`config.mk`:
```
export PLATFORM = sky130hd
export DESIGN_NAME = adc_scan_dma
export DESIGN_NICKNAME = d
export VERILOG_FILES = /design/src/rtl/adc_dma_pkg.sv /design/src/rtl/adc_dma_addr_gen.sv /design/src/rtl/adc_dma_ch_seq.sv /design/src/rtl/adc_scan_dma.sv
export SDC_FILE = /design/constraint.sdc
export NUM_CORES = 1
export LEC_CHECK = 0
export BUFFER_PORTS_ARGS = -buffer_cell sky130_fd_sc_hd__clkbuf_2
export CAP_MARGIN = 0
export CELL_PAD_IN_SITES_DETAIL_PLACEMENT = 0
export CELL_PAD_IN_SITES_GLOBAL_PLACEMENT = 2
export CORE_MARGIN = 2
export CORE_UTILIZATION = 25
export CTS_BUF_LIST = sky130_fd_sc_hd__clkbuf_8
export DETAILED_ROUTE_END_ITERATION = 10
export PLACE_DENSITY = 0.59
export SLEW_MARGIN = 10
export SYNTH_ARGS = -nofsm -noshare
export SYNTH_HDL_FRONTEND = slang
export SYNTH_SLANG_ARGS = --single-unit
export TNS_END_PERCENT = 5
```
`constraint.sdc`:
```
create_clock -name clk -period 2.9 [get_ports clk]
set_input_delay 0.725 -clock clk [delete_from_list [all_inputs] [get_ports clk]]
set_output_delay 0.725 -clock clk [all_outputs]
set_load 0.05 [all_outputs]
```
`src/rtl/adc_dma_pkg.sv`:
```
package adc_dma_pkg;

    typedef enum logic [1:0] {
        ST_IDLE  = 2'd0,
        ST_REQ   = 2'd1,
        ST_WR_HI = 2'd2,
        ST_WR_LO = 2'd3
    } dma_state_e;

endpackage

```
`src/rtl/adc_dma_addr_gen.sv`:
```
module adc_dma_addr_gen #(
    parameter int ADDR_W = 12,
    parameter int CH_W   = 3
) (
    input  logic [ADDR_W-1:0] base,
    input  logic [CH_W-1:0]   ch,
    input  logic              lo_sel,
    output logic [ADDR_W-1:0] addr
);
    // Slot offset is twice the input number; the low byte sits one above.
    logic [ADDR_W-1:0] offset;

    always_comb begin
        offset = ADDR_W'(ch) << 1;
        addr   = base + offset + ADDR_W'(lo_sel);
    end
endmodule

```
`src/rtl/adc_dma_ch_seq.sv`:
```
module adc_dma_ch_seq #(
    parameter int CH_W = 3
) (
    input  logic [CH_W-1:0] cur,
    input  logic [CH_W-1:0] last,
    output logic [CH_W-1:0] nxt,
    output logic            wrap
);
    always_comb begin
        wrap = (cur >= last);
        nxt  = wrap ? '0 : cur + CH_W'(1);
    end
endmodule

```
`src/rtl/adc_scan_dma.sv`:
```
module adc_scan_dma
    import adc_dma_pkg::*;
#(
    parameter int ADDR_W = 12,
    parameter int CH_W   = 3,
    parameter int BYTE_W = 8
) (
    input  logic                  clk,
    input  logic                  rst_n,
    input  logic [ADDR_W-1:0]     cfg_base,
    input  logic [CH_W-1:0]       cfg_last_ch,
    input  logic                  cfg_irq_en,
    input  logic                  scan_start,
    input  logic                  adc_done,
    input  logic [2*BYTE_W-1:0]   adc_data,
    output logic [CH_W-1:0]       adc_ch,
    output logic                  adc_start,
    output logic                  bus_req,
    input  logic                  bus_gnt,
    output logic                  wr_en,
    output logic [ADDR_W-1:0]     wr_addr,
    output logic [BYTE_W-1:0]     wr_data,
    output logic                  irq
);
    localparam int RES_W = 2 * BYTE_W;

    typedef struct packed {
        dma_state_e        state;
        logic [CH_W-1:0]   ch;
        logic              start;
        logic              req;
        logic              wr_en;
        logic [ADDR_W-1:0] wr_addr;
        logic [BYTE_W-1:0] wr_data;
        logic              irq;
        logic [RES_W-1:0]  xfer_data;
        logic              pend;
        logic [RES_W-1:0]  pend_data;
    } dma_regs_t;

    dma_regs_t r_d, r_q;

    logic [ADDR_W-1:0] addr_hi, addr_lo;
    logic [CH_W-1:0]   ch_next;
    logic              ch_wrap;

    adc_dma_addr_gen #(.ADDR_W(ADDR_W), .CH_W(CH_W)) u_addr_hi (
        .base   (cfg_base),
        .ch     (r_q.ch),
        .lo_sel (1'b0),
        .addr   (addr_hi)
    );

    adc_dma_addr_gen #(.ADDR_W(ADDR_W), .CH_W(CH_W)) u_addr_lo (
        .base   (cfg_base),
        .ch     (r_q.ch),
        .lo_sel (1'b1),
        .addr   (addr_lo)
    );

    adc_dma_ch_seq #(.CH_W(CH_W)) u_seq (
        .cur  (r_q.ch),
        .last (cfg_last_ch),
        .nxt  (ch_next),
        .wrap (ch_wrap)
    );

    always_comb begin
        r_d       = r_q;
        r_d.start = 1'b0;
        r_d.irq   = 1'b0;
        r_d.wr_en = 1'b0;

        // A completion seen while busy is parked with its data.
        if (adc_done && (r_q.state != ST_IDLE)) begin
            r_d.pend      = 1'b1;
            r_d.pend_data = adc_data;
        end

        unique case (r_q.state)
            ST_IDLE: begin
                if (r_q.pend) begin
                    r_d.state     = ST_REQ;
                    r_d.req       = 1'b1;
                    r_d.xfer_data = r_q.pend_data;
                    r_d.pend      = adc_done;
                    if (adc_done) begin
                        r_d.pend_data = adc_data;
                    end
                end else if (adc_done) begin
                    r_d.state     = ST_REQ;
                    r_d.req       = 1'b1;
                    r_d.xfer_data = adc_data;
                end else if (scan_start) begin
                    r_d.ch    = '0;
                    r_d.start = 1'b1;
                end
            end
            ST_REQ: begin
                if (bus_gnt) begin
                    r_d.state   = ST_WR_HI;
                    r_d.wr_en   = 1'b1;
                    r_d.wr_addr = addr_hi;
                    r_d.wr_data = r_q.xfer_data[RES_W-1:BYTE_W];
                end
            end
            ST_WR_HI: begin
                r_d.state   = ST_WR_LO;
                r_d.wr_en   = 1'b1;
                r_d.wr_addr = addr_lo;
                r_d.wr_data = r_q.xfer_data[BYTE_W-1:0];
            end
            ST_WR_LO: begin
                r_d.state = ST_IDLE;
                r_d.req   = 1'b0;
                r_d.ch    = ch_next;
                r_d.start = 1'b1;
                r_d.irq   = ch_wrap && cfg_irq_en;
            end
            default: r_d.state = ST_IDLE;
        endcase
    end

    always_ff @(posedge clk or negedge rst_n) begin
        if (!rst_n) begin
            r_q <= '{state: ST_IDLE, default: '0};
        end else begin
            r_q <= r_d;
        end
    end

    assign adc_ch    = r_q.ch;
    assign adc_start = r_q.start;
    assign bus_req   = r_q.req;
    assign wr_en     = r_q.wr_en;
    assign wr_addr   = r_q.wr_addr;
    assign wr_data   = r_q.wr_data;
    assign irq       = r_q.irq;
endmodule

```
Word-level counts from Yosys, hierarchy flattened
Index checks and enable logic that the tools add are counted.

storage, ports and cells
  output and inout port bits = 27
  flip-flop bits (word level) = 62
  word-level logic and storage cells = 55
  input port bits = 37

operators by class
  order comparisons = 1
  reductions and logical operators = 12
  add/sub/neg operators = 3
  mux-type cells = 20
  equal/unequal tests = 8

operator list
  cell                   number
  $mux 17                3
  $mux 16                3
  $pmux 21 s2            1
  $mux 21                1
  $add 12x1->12 const B  1
  $add 12x4->12          1
  $mux 4                 3
  $pmux 5 s2             1
  $ne 2x2->1 const B     4
  $pmux 2 s4             1
  $reduce_and 2->1       4
  $reduce_bool 2->1      4
  $mux 2                 3
  $eq 2x2->1 const B     2
  $reduce_and 4->1       1
  $add 3x1->3 const B    1
  $ge 3x3->1             1
  $mux 1                 3
  $mux 3                 1
  $ne 3x3->1 const B     1
  $eq 2x1->1 const B     1
  $logic_and 1x1->1      2
  $logic_not 2->1        1

Logic depth before layout (Yosys ltp)
Gate-level depths: netlist (run 1).

  depth after elaboration = 6
  mapped depth = 9

Hierarchy
From an unflattened synthesis (run 1), not the netlist that was laid out.

second synthesis, totals
  cell total of the unflattened synthesis = 356
  area, all modules = 3723.6 µm²

modules (own cells, without submodules)
  module            cells each  instances  area an instance (µm²)  sequential area each (µm²)
  adc_scan_dma      267         1          3000.4                  1551.5
  adc_dma_addr_gen  37          2          300.3                   0.0
  adc_dma_ch_seq    15          1          122.6                   0.0

Worst setup path before layout (run 1)
OpenSTA, ideal clock, no wires.

  path type = in2reg
  start point = input cfg_base[1]
  end point = register r_q (netlist bit wr_addr[11])
  arrival time = 2.575 ns
  setup slack = 0.186 ns
  library setup time = 0.138 ns
  buffers on the path = 0
  stages on the path = 9
  cell sequence = ha_1 > inv_1 > fa_1 > nand3b_1 > nor2_1 > nand3_1 > a2111oi_4 > xor2_1 > o221ai_1

between the ends
  cells in the longest elaborated chain, start to end = 3

ends and longest elaborated chain
  item                                      line                                         source
  from (decl)                               adc_scan_dma.sv:10                           input logic [ADDR_W-1:0] cfg_base,
  $add 12x4->12 *                           adc_dma_addr_gen.sv:15                       addr = base + offset + ADDR_W'(lo_sel);
  $add 12x1->12 or $mux 21 (tied branches)  adc_dma_addr_gen.sv:15, adc_scan_dma.sv:100
  $pmux 21 s2 *                             adc_scan_dma.sv:80                           unique case (r_q.state)
  to (signal assigned)                      adc_scan_dma.sv:128                          r_q <= r_d;
  to (decl)                                 adc_scan_dma.sv:41                           dma_regs_t r_d, r_q;

Every way passes the cells marked *; elsewhere a longest branch is shown, timed or not. The select of a mux whose other input is x is not followed.
A chain may end at the register's enable or synchronous reset.

Worst setup path in the final report (run 1)
  start point = input cfg_base[1]
  end point = register r_q (netlist bit wr_addr[8])

The elaborated chain is that of the path after synthesis.

==> results of run 1 <==
[how the worst max path moves through the flow]
stage | startpoint | end | cells after the start
after floorplan | cfg_base[1] | wr_addr[11] | 9
after global placement | cfg_base[1] | wr_addr[8] | 10
after detailed placement | cfg_base[1] | wr_addr[8] | 10
after CTS | cfg_base[1] | wr_addr[8] | 10
after global routing | cfg_base[1] | wr_addr[8] | 10
final | cfg_base[1] | wr_addr[8] | 10
[power by group through the flow]
stage | clock, mW | sequential [mW] | combinational, mW
6_report | 0.901 | 1.33 | 1.96
5_1_grt | 0.968 | 1.38 | 2.20
4_1_cts | 0.924 | 1.34 | 2.00
3_5_place_dp | 0 | 1.36 | 1.99
3_3_place_gp | 0 | 1.34 | 1.98
2_1_floorplan | 0 | 1.37 | 1.50
[cells in the final DEF (no fill, tap or decap), drive strengths merged, types with 2 or more instances in the layout]
cell type,count
clkbuf,72
dfrtp,62
nand2,46
o21ai,39
mux2i,17
mux2,17
nor2,16
inv,15
buf,14
ha,12
a21oi,10
xor2,9
a22oi,9
xnor2,7
nand3,4
o221ai,4
a211oi,4
and2,3
nand3b,3
or3,3
nor3,3
bufinv,3
a31oi,2
nand2b,2
and3,2
o211ai,2
nor3b,2
o31ai,2
a22o,2
clkinv,2
nand4,2
[critical path: cells and delay by family]
family	cells	cell delay (ps)
buffers and inverters	2	140
adders and majority gates	2	560
and+or+nand+nor	1	300
AOI/OAI and AO/OA	4	830
xor gates and xnor gates	1	170
[through the flow]
stage	instances	TNS [ps]	utilization	hold WS, ps
4_1_cts	588	0	0.302	438
3_5_place_dp	574	-2.53	0.286	470
5_1_grt	588	0	0.302	455
6_report	588	0	0.302	419
2_1_floorplan	354	0	-	429
3_3_place_gp	574	0	0.286	464
[logic make-up after synthesis]
kind of cell,share of synthesized area
buffers and inverters,0.0817
DFF,0.442
AOI/OAI and AO/OA,0.167
xor gates and xnor gates,0.0400
and+or+nand+nor,0.117
muxes,0.103
adders and majority gates,0.0485
[layout make-up]
cell class	instances	area, µm²
flip-flops and latches	62	1550
multi-input cells	240	1670
inverters	15	56.3
repair buffers	77	433
clock buffers	9	124
well taps	180	225
clock inverters	5	100
fillers	1522	9610
[per-layer routing]
metal	share of wire	GRT usage	vias to the layer above
met1	0.51	0.181	1276
met2	0.44	0.194	51
met5	0	0	-
li1	-	-	1327
met4	0.0058	0.0388	0
met3	0.044	0.0358	5
==> metrics list, run 1 <==
- Counting every net in the synthesized netlist gives ~400.
- Longest individual stage delay on the worst path: 390 ps
- Number of buffers inserted during clock tree synthesis: 9
- DRT antenna net count: 0
* Buffer type at the clock tree root: clkbuf_8
- Slew headroom: 0.535
- After clock tree synthesis, the clock-pin slew on the worst setup and hold paths is 60 ps.
- Via count of the first global-routing pass: 2852
- The die is 122 µm tall.
* Detail-routed via count per cell: approximately 4.5
- At the end of routability-driven placement, the weighted congestion stood at slightly above 0.8.
- Number of antenna violations at the first check in global routing: 0
- Post-synthesis cell area: around 3500 µm²
- Counting flops with an async set or reset pin after synthesis yields a share of 1.00.
- Leakage power figure: 1.96 nW
- For this configuration, the core starts out at a cell density of 0.255.
* Nets: 455
* HPWL after detailed placement: ~6600 µm
- The floorplan step defined a die boundary enclosing 15000 µm².
- Worst Tran Pin Value: between 600 and 700 ps
- The endpoint identified for the worst register-to-register timing path is wr_addr[8].
* Pint: approximately 2.4 mW
- After routing the design area is ~4200 µm².
- CP max-delay cell: fa_1
- Post-route total power: 4.20 mW
- The floorplan step set the die width to about 120 µm.
- Core area: 13800 µm²
* Synth top area share: 0.442
- In this run the deepest clock path goes through 2 buffers.
- Hold Violations, Final: 0
- Dividing the detail-routed wire length by the instance count gives 15.3 µm.
- Compared with the post-synthesis result, the final layout area differs by 18.6%.
- Net switching power: approximately 1.8 mW
- Detailed-route via count: roughly 2.7k
* Logic depth of the worst register-to-register path: 9
* Highest achievable clock rate: 395 MHz
* Gate power share: 0.468
* Arrival time of data at the critical path endpoint: around 2700 ps
- Walking the worst path, the cells encountered are clkbuf_2 > ha_1 > inv_1 > fa_1 > and2b_4 > o211ai_1 > o31a_1 > a211oi_2 > xor2_1 > o221ai_1.
- Setup repair after global routing missed its margin: no
- #FFs+latches synth: just over 60
* Commonest cells post-synth: dfrtp_1 (62), nand2_1 (46), o21ai_0 (35), buf_4 (23)
- Sequential cell fraction of total power: 0.318
* Worst Setup Slack, final: between 300 and 400 ps
- Number of failing setup endpoints in the final timing report: 0
- In this run, the number of DRC markers left after iteration 0 of detailed routing was 117.
- Critical path capture point type: flop
* Drt pass-1 iters: 4
- For this run, the total global-route usage over all layers was measured as 0.130.
- Number of placed I/O pins: 64
- The H-tree was split into 3 levels.
- YS warnings: 0
- Once the clock tree was built, the setup fixing pass inserted 0 buffers.
* Pre-CTS worst setup slack: -2.53 ps
* Cell taking the most area after synthesis: dfrtp_1
- Across the run, the number of max-cap violations was 0.
- The share of the Yosys chip area taken by registers is 0.442.
* Antenna cells: 0
- The tree built by TritonCTS fans out to 62 sinks.
- Number of enable-type register cells in the synthesized netlist: 0
* Latest clock arrival within the worst-skew pair: about 340 ps
- Crit start category: input port
* Number of buffer cells added on primary ports: 63
* Final routed wirelength across all metal layers: 8980 µm
- Placed instance area: between 3000 and 4000 µm²
* Highest fanout seen on the critical path: 6
* Most instantiated library cell after synthesis: dfrtp_1
* Number of hold-repair buffers added at the cts stage: 0
* Peak ir drop on the vdd network: ~0.35 mV
* Minimum period implied by the final worst setup slack: 2530 ps
* Pins Over Slew Limit: 0
- Count of cells resized by post-cts repair: 0
* Setup slack, reg-to-reg: around 460 ps
* Fraction of final layout cells sized beyond drive strength 1: 0.279
* Critical path required time: between 3000 and 4000 ps
- Wire length of the first global-routing pass: 14800 µm
* Mean post-synth cell area: roughly 10 µm²
- Final worst clock skew: between 7 and 8 ps
- Period utilization: 0.874
* Run status: finished clean
* Ranking of synthesized cells by area: dfrtp_1 (44%), mux2_2 (5.5%), o21ai_0 (5.0%)
- The critical path is of the input port to flop type.
- Core Rows: 43
- Total power per unit cell area: approximately 1000 nW/µm²
- Prevailing post-synth register cell: dfrtp_1
* Count of unresolved DRC violations after routing: 0
* Maximum number of pins on one net before global-route repair: 42
- Of the total power, the share spent switching nets is 0.431.
- Total congestion overflow after global routing: 0
* Clock power share: 0.214
- In this run the critical register-to-register path is launched from adc_ch[0].
- Tightest Hold Check Type: input port to async pin
- CTS tree: done
- Synthesized instance count: between 300 and 400
- The synthesized netlist contains 52 unique library cells.
Power figures use the tool's default switching activity.
==> run 2: changes to the inputs <==
--- a/config.mk
+++ b/config.mk
@@ -13,7 +13,7 @@
 export CORE_UTILIZATION = 25
 export CTS_BUF_LIST = sky130_fd_sc_hd__clkbuf_8
 export DETAILED_ROUTE_END_ITERATION = 10
-export PLACE_DENSITY = 0.59
+export PLACE_DENSITY = 0.62
 export SLEW_MARGIN = 10
 export SYNTH_ARGS = -nofsm -noshare
 export SYNTH_HDL_FRONTEND = slang
==> constraint.sdc (replaced) <==
create_clock -name clk -period 2.2 [get_ports clk]
set_input_delay 0.55 -clock clk [delete_from_list [all_inputs] [get_ports clk]]
set_output_delay 0.55 -clock clk [all_outputs]
set_load 0.05 [all_outputs]
==> metrics list, run 2 (synthesis gave the netlist of run 1 again) <==
- The final weighted congestion in routability-driven placement was 0.791 (-1.8%).
- CP max-delay cell: dfrtp_1
- Critical path capture point type: flop
- Hold Violations, Final: 0 (unchanged)
- Gate family responsible for the most delay along the worst path: compound AO/OA/AOI/OAI gates
- Final worst clock skew: 7.77 ps (+0.199 ps)
- The starting utilization of the core area was 0.255 (unchanged).
- Peak ir drop on the vdd network: 0.431 mV (+23%)
- Total congestion overflow after global routing: 0 (unchanged)
- The via count is 2756 (+3.6%).
* Buffer type at the clock tree root: clkbuf_8
* Period utilization: 1.05
- Core area: 13800 µm² (unchanged)
- The number of detailed-route iterations in the first pass came to 4 (unchanged).
* Arrival time of data at the critical path endpoint: 2520 ps (-220 ps)
- The library cell used most frequently in the layout, excluding fill and tap cells, is clkbuf_2.
* Highest achievable clock rate: ~430 MHz
* Number of antenna violations at the first check in global routing: 0 (unchanged)
- Fraction of final layout cells sized beyond drive strength 1: 0.355 (+0.0751)
- Number of buffer cells added on primary ports: 63 (unchanged)
- Number of hold-repair buffers added at the cts stage: 0 (unchanged)
* Final routed wirelength across all metal layers: 8920 µm (-0.73%)
* Level count of the clock H-tree: 3 (unchanged)
* Pre-CTS worst setup slack: -476 ps (-474 ps)
* Most frequent cells in the layout: clkbuf_2 (63), dfrtp_1 (62), nand2_1 (46)
- The biggest cell delay along the critical path was 390 ps (about the same).
* Worst Tran Pin Value: 1110 ps (+413 ps)
- The number of vias per cell after detailed routing was 4.45 (-1.7%).
* Clk buf depth: 2 (unchanged)
- Leakage power figure: 2.13 nW (+8.3%)
* Setup CP Type: flop to flop
- DRT antenna net count: 0 (unchanged)
- The area growth from synthesis to layout is 27.4%.
* Pins Over Slew Limit: 0 (unchanged)
* Wire length of the first global-routing pass: 14400 µm (-2.7%)
- The share of the core filled with cells in the final layout was 0.324 (+0.0223).
- The power density relative to cell area is 1260 nW/µm² (+25%).
* Number of placed I/O pins: 64 (unchanged)
- Latest clock arrival within the worst-skew pair: 350 ps (about the same)
* Highest fanout seen on the critical path: 5 (-1)
* Core Rows: 43 (unchanged)
- The DRC violation count after routing was 0 (unchanged).
- The average detailed-routed wire length per instance was 14.4 µm (-5.9%).
- The overall power of the completed layout was 5.64 mW (+34%).
- Logic depth of the worst register-to-register path: 9 (unchanged)
- The number of global-route vias before repair was 2817 (-1.2%).
* Critical path required time: 2410 ps (-690 ps)
* Maxcap violations: 0 (unchanged)
* Fillcell total: 1503 (-1.2%)
- Setup repair after global routing missed its margin: yes
- CTS tree: done
- The endpoint identified for the worst register-to-register timing path is wr_addr[8].
- Number of failing setup endpoints in the final timing report: 7 (+7)
- STA classifies the critical path startpoint as a flop.
* Number of clock sinks: 62 (unchanged)
* Worst Hold Margin: 197 ps (-223 ps)
- In this run the critical register-to-register path is launched from adc_ch[0].
- Nets: 485 (+6.6%)
- The critical path starts at adc_ch[0].
- The tightest min-delay check is of the input port to async pin type.
* Number of buffers inserted during clock tree synthesis: 9 (unchanged)
- The horizontal extent of the die came to 122 µm (unchanged).
* Number of DRC violations after detailed-routing iteration 0: 97 (-17%)
- The all-layer global routing usage is 0.126 (-0.00378).
- The tightest slew margin relative to the limit was 0.260 (-0.275).
- Maximum number of pins on one net before global-route repair: 63 (+50%)
- Setup slack, reg-to-reg: -110 ps (-570 ps)
- The checks that failed: negative setup slack.
* Buf/Inv on CP: 1 (-1)
* Crit path cell chain: ha_4 > inv_2 > fa_2 > and2b_4 > o211ai_1 > o31a_1 > a211oi_4 > xor2_1 > o221ai_1
- The overall die height came to 122 µm (unchanged).
* Antenna cells: 0 (unchanged)
* HPWL after detailed placement: 6570 µm (-1.0%)
- Worst Setup Slack, final: -110 ps (-476 ps)
* Minimum period implied by the final worst setup slack: ~2300 ps
- The area enclosed by the die boundary came to 15000 µm² (unchanged).
- The flow ran to the end, but the final reports show violations.
- The clock transition time at the flip-flop clock pins of the worst setup and hold paths came to 70 ps (about the same).
[run 2: area by class of cell]
| type | count | area [µm²] | share of cell area |
|---|---|---|---|
| Clock buffer | 10 | 138 | 0.0308 |
| Clock inverter | 6 | 78.8 | 0.0176 |
| Inverter | 15 | 56.3 | 0.0126 |
| Multi-Input combinational cell | 240 | 1760 | 0.393 |
| Sequential cell | 62 | 1550 | 0.347 |
| Tap cell | 180 | 225 | 0.0504 |
| Timing Repair Buffer | 107 | 662 | 0.148 |
[run 2: layer usage]
| metal | global-route usage | up-vias | wire, µm |
|---|---|---|---|
| met5 | 0 | - | 0 |
| met4 | 0.0568 | 0 | 214 |
| met3 | 0.0251 | 13 | 307 |
| met2 | 0.192 | 44 | 3850 |
| met1 | 0.171 | 1313 | 4550 |
| li1 | - | 1386 | - |
[run 2: worst max path at each step]
stage | to | slack [ps] | cells after the start
global route | wr_addr[8] | -200 | 9
finish | wr_addr[8] | -110 | 9
CTS | wr_addr[8] | -120 | 9
detailed placement | wr_addr[8] | -480 | 10
global placement | wr_addr[8] | -470 | 10
floorplan | wr_addr[8] | -250 | 9
[run 2: where the power goes]
| part | internal, mW | switching (mW) |
|---|---|---|
| clock network | 0.657 | 0.462 |
| logic | 1.00 | 1.76 |
| registers | 1.54 | 0.228 |
[run 2: per-stage QoR]
| step | cell area (µm²) | instances | setup TNS [ps] |
|---|---|---|---|
| after global placement | 4170 | 602 | -3010 |
| after CTS | 4430 | 619 | -558 |
| after floorplan | 3530 | 354 | -654 |
| after detailed placement | 4170 | 602 | -2980 |
| final | 4470 | 620 | -450 |
| after global routing | 4470 | 620 | -1370 |
[run 2: repair_timing]
item,CTS,global route
pin swaps,8,7
resized for setup,5,6
endpoints found under the setup margin,6,8
setup buffers,1,1
endpoints found under the hold margin,0,0
==> run 3: changes to the inputs <==
--- a/config.mk
+++ b/config.mk
@@ -9,13 +9,13 @@
 export CAP_MARGIN = 0
 export CELL_PAD_IN_SITES_DETAIL_PLACEMENT = 0
 export CELL_PAD_IN_SITES_GLOBAL_PLACEMENT = 2
-export CORE_MARGIN = 2
 export CORE_UTILIZATION = 25
 export CTS_BUF_LIST = sky130_fd_sc_hd__clkbuf_8
 export DETAILED_ROUTE_END_ITERATION = 10
-export PLACE_DENSITY = 0.62
+export PLACE_DENSITY = 0.6
 export SLEW_MARGIN = 10
 export SYNTH_ARGS = -nofsm -noshare
 export SYNTH_HDL_FRONTEND = slang
+export SYNTH_HIERARCHICAL = 1
 export SYNTH_SLANG_ARGS = --single-unit
 export TNS_END_PERCENT = 5
==> metrics list, run 3 <==
- Synthesized-area fraction occupied by ao, oa, aoi and oai cells: 0.170 (+0.00273)
* Mean post-synth cell area: 10.5 µm² (+5.6%)
- Core Rows: 44 (+2.3%)
* CTS tree: done
- Leaving out fill and tap cells, the most frequent cell in the layout is clkbuf_2.
* Drt pass-1 iters: 4 (unchanged)
- Critical path capture point type: flop
* Latest clock arrival within the worst-skew pair: 340 ps (about the same)
- Initial Util: 0.256 (+0.00157)
* Crit start category: flop
* Maximum number of pins on one net before global-route repair: 63 (unchanged)
- Synthesized instance count: 356 (+0.56%)
- Wire length of the first global-routing pass: 14100 µm (-2.3%)
- Fraction of power spent switching nets: 0.467 (+0.0342)
- The length in cells of the worst reg-to-reg path came to 8 (-1).
* Highest achievable clock rate: 495 MHz (+14%)
- Tightest Hold Check Type: input port to async pin
* Number of antenna violations at the first check in global routing: 0 (unchanged)
* Level count of the clock H-tree: 3 (unchanged)
- #FFs+latches synth: 62 (unchanged)
- Xor/xnor cell area share of the yosys netlist: 0.0447 (+0.00473)
- Period utilization: 0.919 (-0.131)
* Ranking of synthesized cells by area: dfrtp_1 (42%), ha_1 (6.4%), buf_4 (5.2%)
- Compared with the post-synthesis result, the final layout area differs by 15.5%.
- The clock transition time at the flip-flop clock pins of the worst setup and hold paths was 70 ps (about the same).
* Pins Over Slew Limit: 0 (unchanged)
- Number of clock sinks: 62 (unchanged)
* Cell taking the most area after synthesis: dfrtp_1
- The minimum clock period was 2020 ps (-288 ps).
- Post-Synth Simple-Gate Area: 0.0911 (-0.0263)
- The part of the power in combinational logic was 0.539 (+0.051).
- The clock network power share came to 0.141 (-0.057).
- The static leakage came to 2.09 nW (-1.9%).
- Pre-CTS worst setup slack: -72.8 ps (+404 ps)
- Stages on the worst setup path: 8 (-1)
- The signal arrival time at the worst endpoint came to 2230 ps (-290 ps).
- Fraction of synthesis flops using an asynchronous set or reset pin: 1.00 (unchanged)
- The proportion of netlist area held by the largest area contributor is 0.417 (-0.0257).
- Gate family responsible for the most delay along the worst path: compound AO/OA/AOI/OAI gates
* Most instantiated library cell after synthesis: dfrtp_1
- Number of buffer cells added on primary ports: 63 (unchanged)
- Net switching power: 2.86 mW (+17%)
- The area enclosed by the die boundary came to 15400 µm² (+2.6%).
- Number of buffers inserted during clock tree synthesis: 9 (unchanged)
* Fraction of the mapped netlist area in adder cells: 0.0746 (+0.0261)
- The horizontal extent of the die is 124 µm (+1.3%).
- Sequential cell fraction of total power: 0.320 (+0.006)
- The ratio of cells with drive above 1 in the final layout was 0.299 (-0.0553).
- Number of hold-repair buffers added at the cts stage: 0 (unchanged)
- For this run, the leading register cell type out of synthesis is dfrtp_1.
- Pint: 3.25 mW (+1.8%)
* Post-route total power: 6.11 mW (+8.3%)
- The setup path with the least slack is of type flop to flop.
- The flow ran to the end, and the final reports show no timing, DRC or antenna violations.
* Number of placed I/O pins: 64 (unchanged)
- The signal on the critical path passes through ha_1 > o211ai_2 > o21ai_2 > nand3_1 > xnor2_1 > a32o_1 > nand2_1 > o21ai_0.
- Total power per unit cell area: 1420 nW/µm² (+13%)
* Clk buf depth: 2 (unchanged)
- The total setup buffers inserted after CTS is 0 (-1).
- The total wire length is 8770 µm (-1.7%).
- The detailed-placement wirelength estimate was 6270 µm (-4.6%).
- Longest individual stage delay on the worst path: 490 ps (+100 ps)
* YS warnings: 6 (+6)
- Hold Violations, Final: 0 (unchanged)
- The number of instances resized during post-cts repair is 0 (-5).
- CP max-delay cell: dfrtp_1
* Peak ir drop on the vdd network: 0.354 mV (-18%)
- The placeable core region came to 14500 µm² (+5.5%).
- The overall die height was 124 µm (+1.3%).
* Buffer type at the clock tree root: clkbuf_8
- The DRC violation count after routing is 0 (unchanged).
- Fraction of the yosys area taken by sequential cells: 0.417 (-0.0257)
- Commonest cells post-synth: dfrtp_1 (62), nand2_1 (43), o21ai_0 (31), buf_4 (26)
* Number of nets produced by synthesis: 414 (+2.5%)
- The count of different cell masters after synthesis was 45 (-13%).
- Post-synthesis cell area: 3720 µm² (+6.2%)
* Number of enable-type register cells in the synthesized netlist: 0 (unchanged)
- The average detailed-routed wire length per instance was 14.7 µm (+2.4%).
- Highest fanout seen on the critical path: 6 (+1)
* Setup repair after global routing missed its margin: no
- The final worst clock skew came to 9.32 ps (+1.55 ps).
- The via count was 2611 (-5.3%).
* Buf/Inv on CP: 0 (-1)
* Antenna cells: 0 (unchanged)
- The starting DRC count in detailed routing is 102 (+5.2%).
- The multiplexer share of the synthesized area was 0.113 (+0.00980).
- Worst Setup Slack, final: 178 ps (+288 ps)
- Total routing resource utilization after global routing: 0.122 (-0.00371)
* Total congestion overflow after global routing: 0 (unchanged)
* Detail-routed via count per cell: 4.39 (-1.3%)
* Most frequent cells in the layout: clkbuf_2 (63), dfrtp_1 (62), nand2_1 (43)
- Via count of the first global-routing pass: 2709 (-3.8%)
- Largest family of logic cells by synthesized area: compound AO/OA/AOI/OAI gates
- DRT antenna net count: 0 (unchanged)
- The post-layout net count came to 464 (-4.3%).
- Final weighted congestion of routability-driven global placement: 0.730 (-7.8%)
- Maxcap violations: 0 (unchanged)
* Critical path required time: 2410 ps (about the same)
- The count of endpoints failing setup in the final report was 0 (-7).
## run 3: through the flow
stage,hold WS (ps),util,instances,setup TNS [ps],cell area [µm²]
3_3_place_gp,467,0.284,579,-112,4130
3_5_place_dp,474,0.284,579,-137,4130
5_1_grt,224,0.296,595,0,4300
4_1_cts,230,0.296,595,0,4300
6_report,211,0.296,595,0,4300
2_1_floorplan,254,-,356,0,3720
## run 3: final timing paths
kind	to	slack, ps	startpoint
min	wr_addr[9]	210	rst_n
min in group clk	flop	440	adc_data[6]
max	wr_addr[7]	180	adc_ch[1]
max in group asynchronous	r_q[17]	1700	rst_n
min reg2reg	wr_data[7]	480	wr_data[7]
max reg2reg	wr_addr[7]	180	adc_ch[1]
## run 3: layout make-up
| cell class | count | area, µm² |
|---|---|---|
| clock buffers | 9 | 124 |
| clock inverters | 7 | 42.5 |
| fillers | 1580 | 10200 |
| inverters | 19 | 71.3 |
| multi-input cells | 237 | 1850 |
| flip-flops and latches | 62 | 1550 |
| well taps | 184 | 230 |
| repair buffers | 77 | 433 |
## run 3: cells by family after synthesis
logic type | after synthesis
xor+xnor | 19
mux | 36
other cells | 2
compound gates | 93
flops | 62
buf+inv | 57
simple gates | 66
fa+ha+maj | 21
## run 3: power by group through the flow
stage / clock network (mW) / logic, mW / registers, mW
detailed placement: 0 / 3.34 / 1.99
CTS: 0.916 / 3.36 / 1.97
global placement: 0 / 3.33 / 1.97
finish: 0.865 / 3.29 / 1.96
floorplan: 0 / 2.69 / 1.94
global route: 0.962 / 3.67 / 2.03
## run 3: metal layers
layer  vias to the layer above  GRT usage  routed length, µm
li1                       1321          -                  -
met1                      1237      0.171               4480
met2                        46      0.180               3790
met3                         7     0.0275                415
met4                         0     0.0491                 87
met5                         -          0                  0
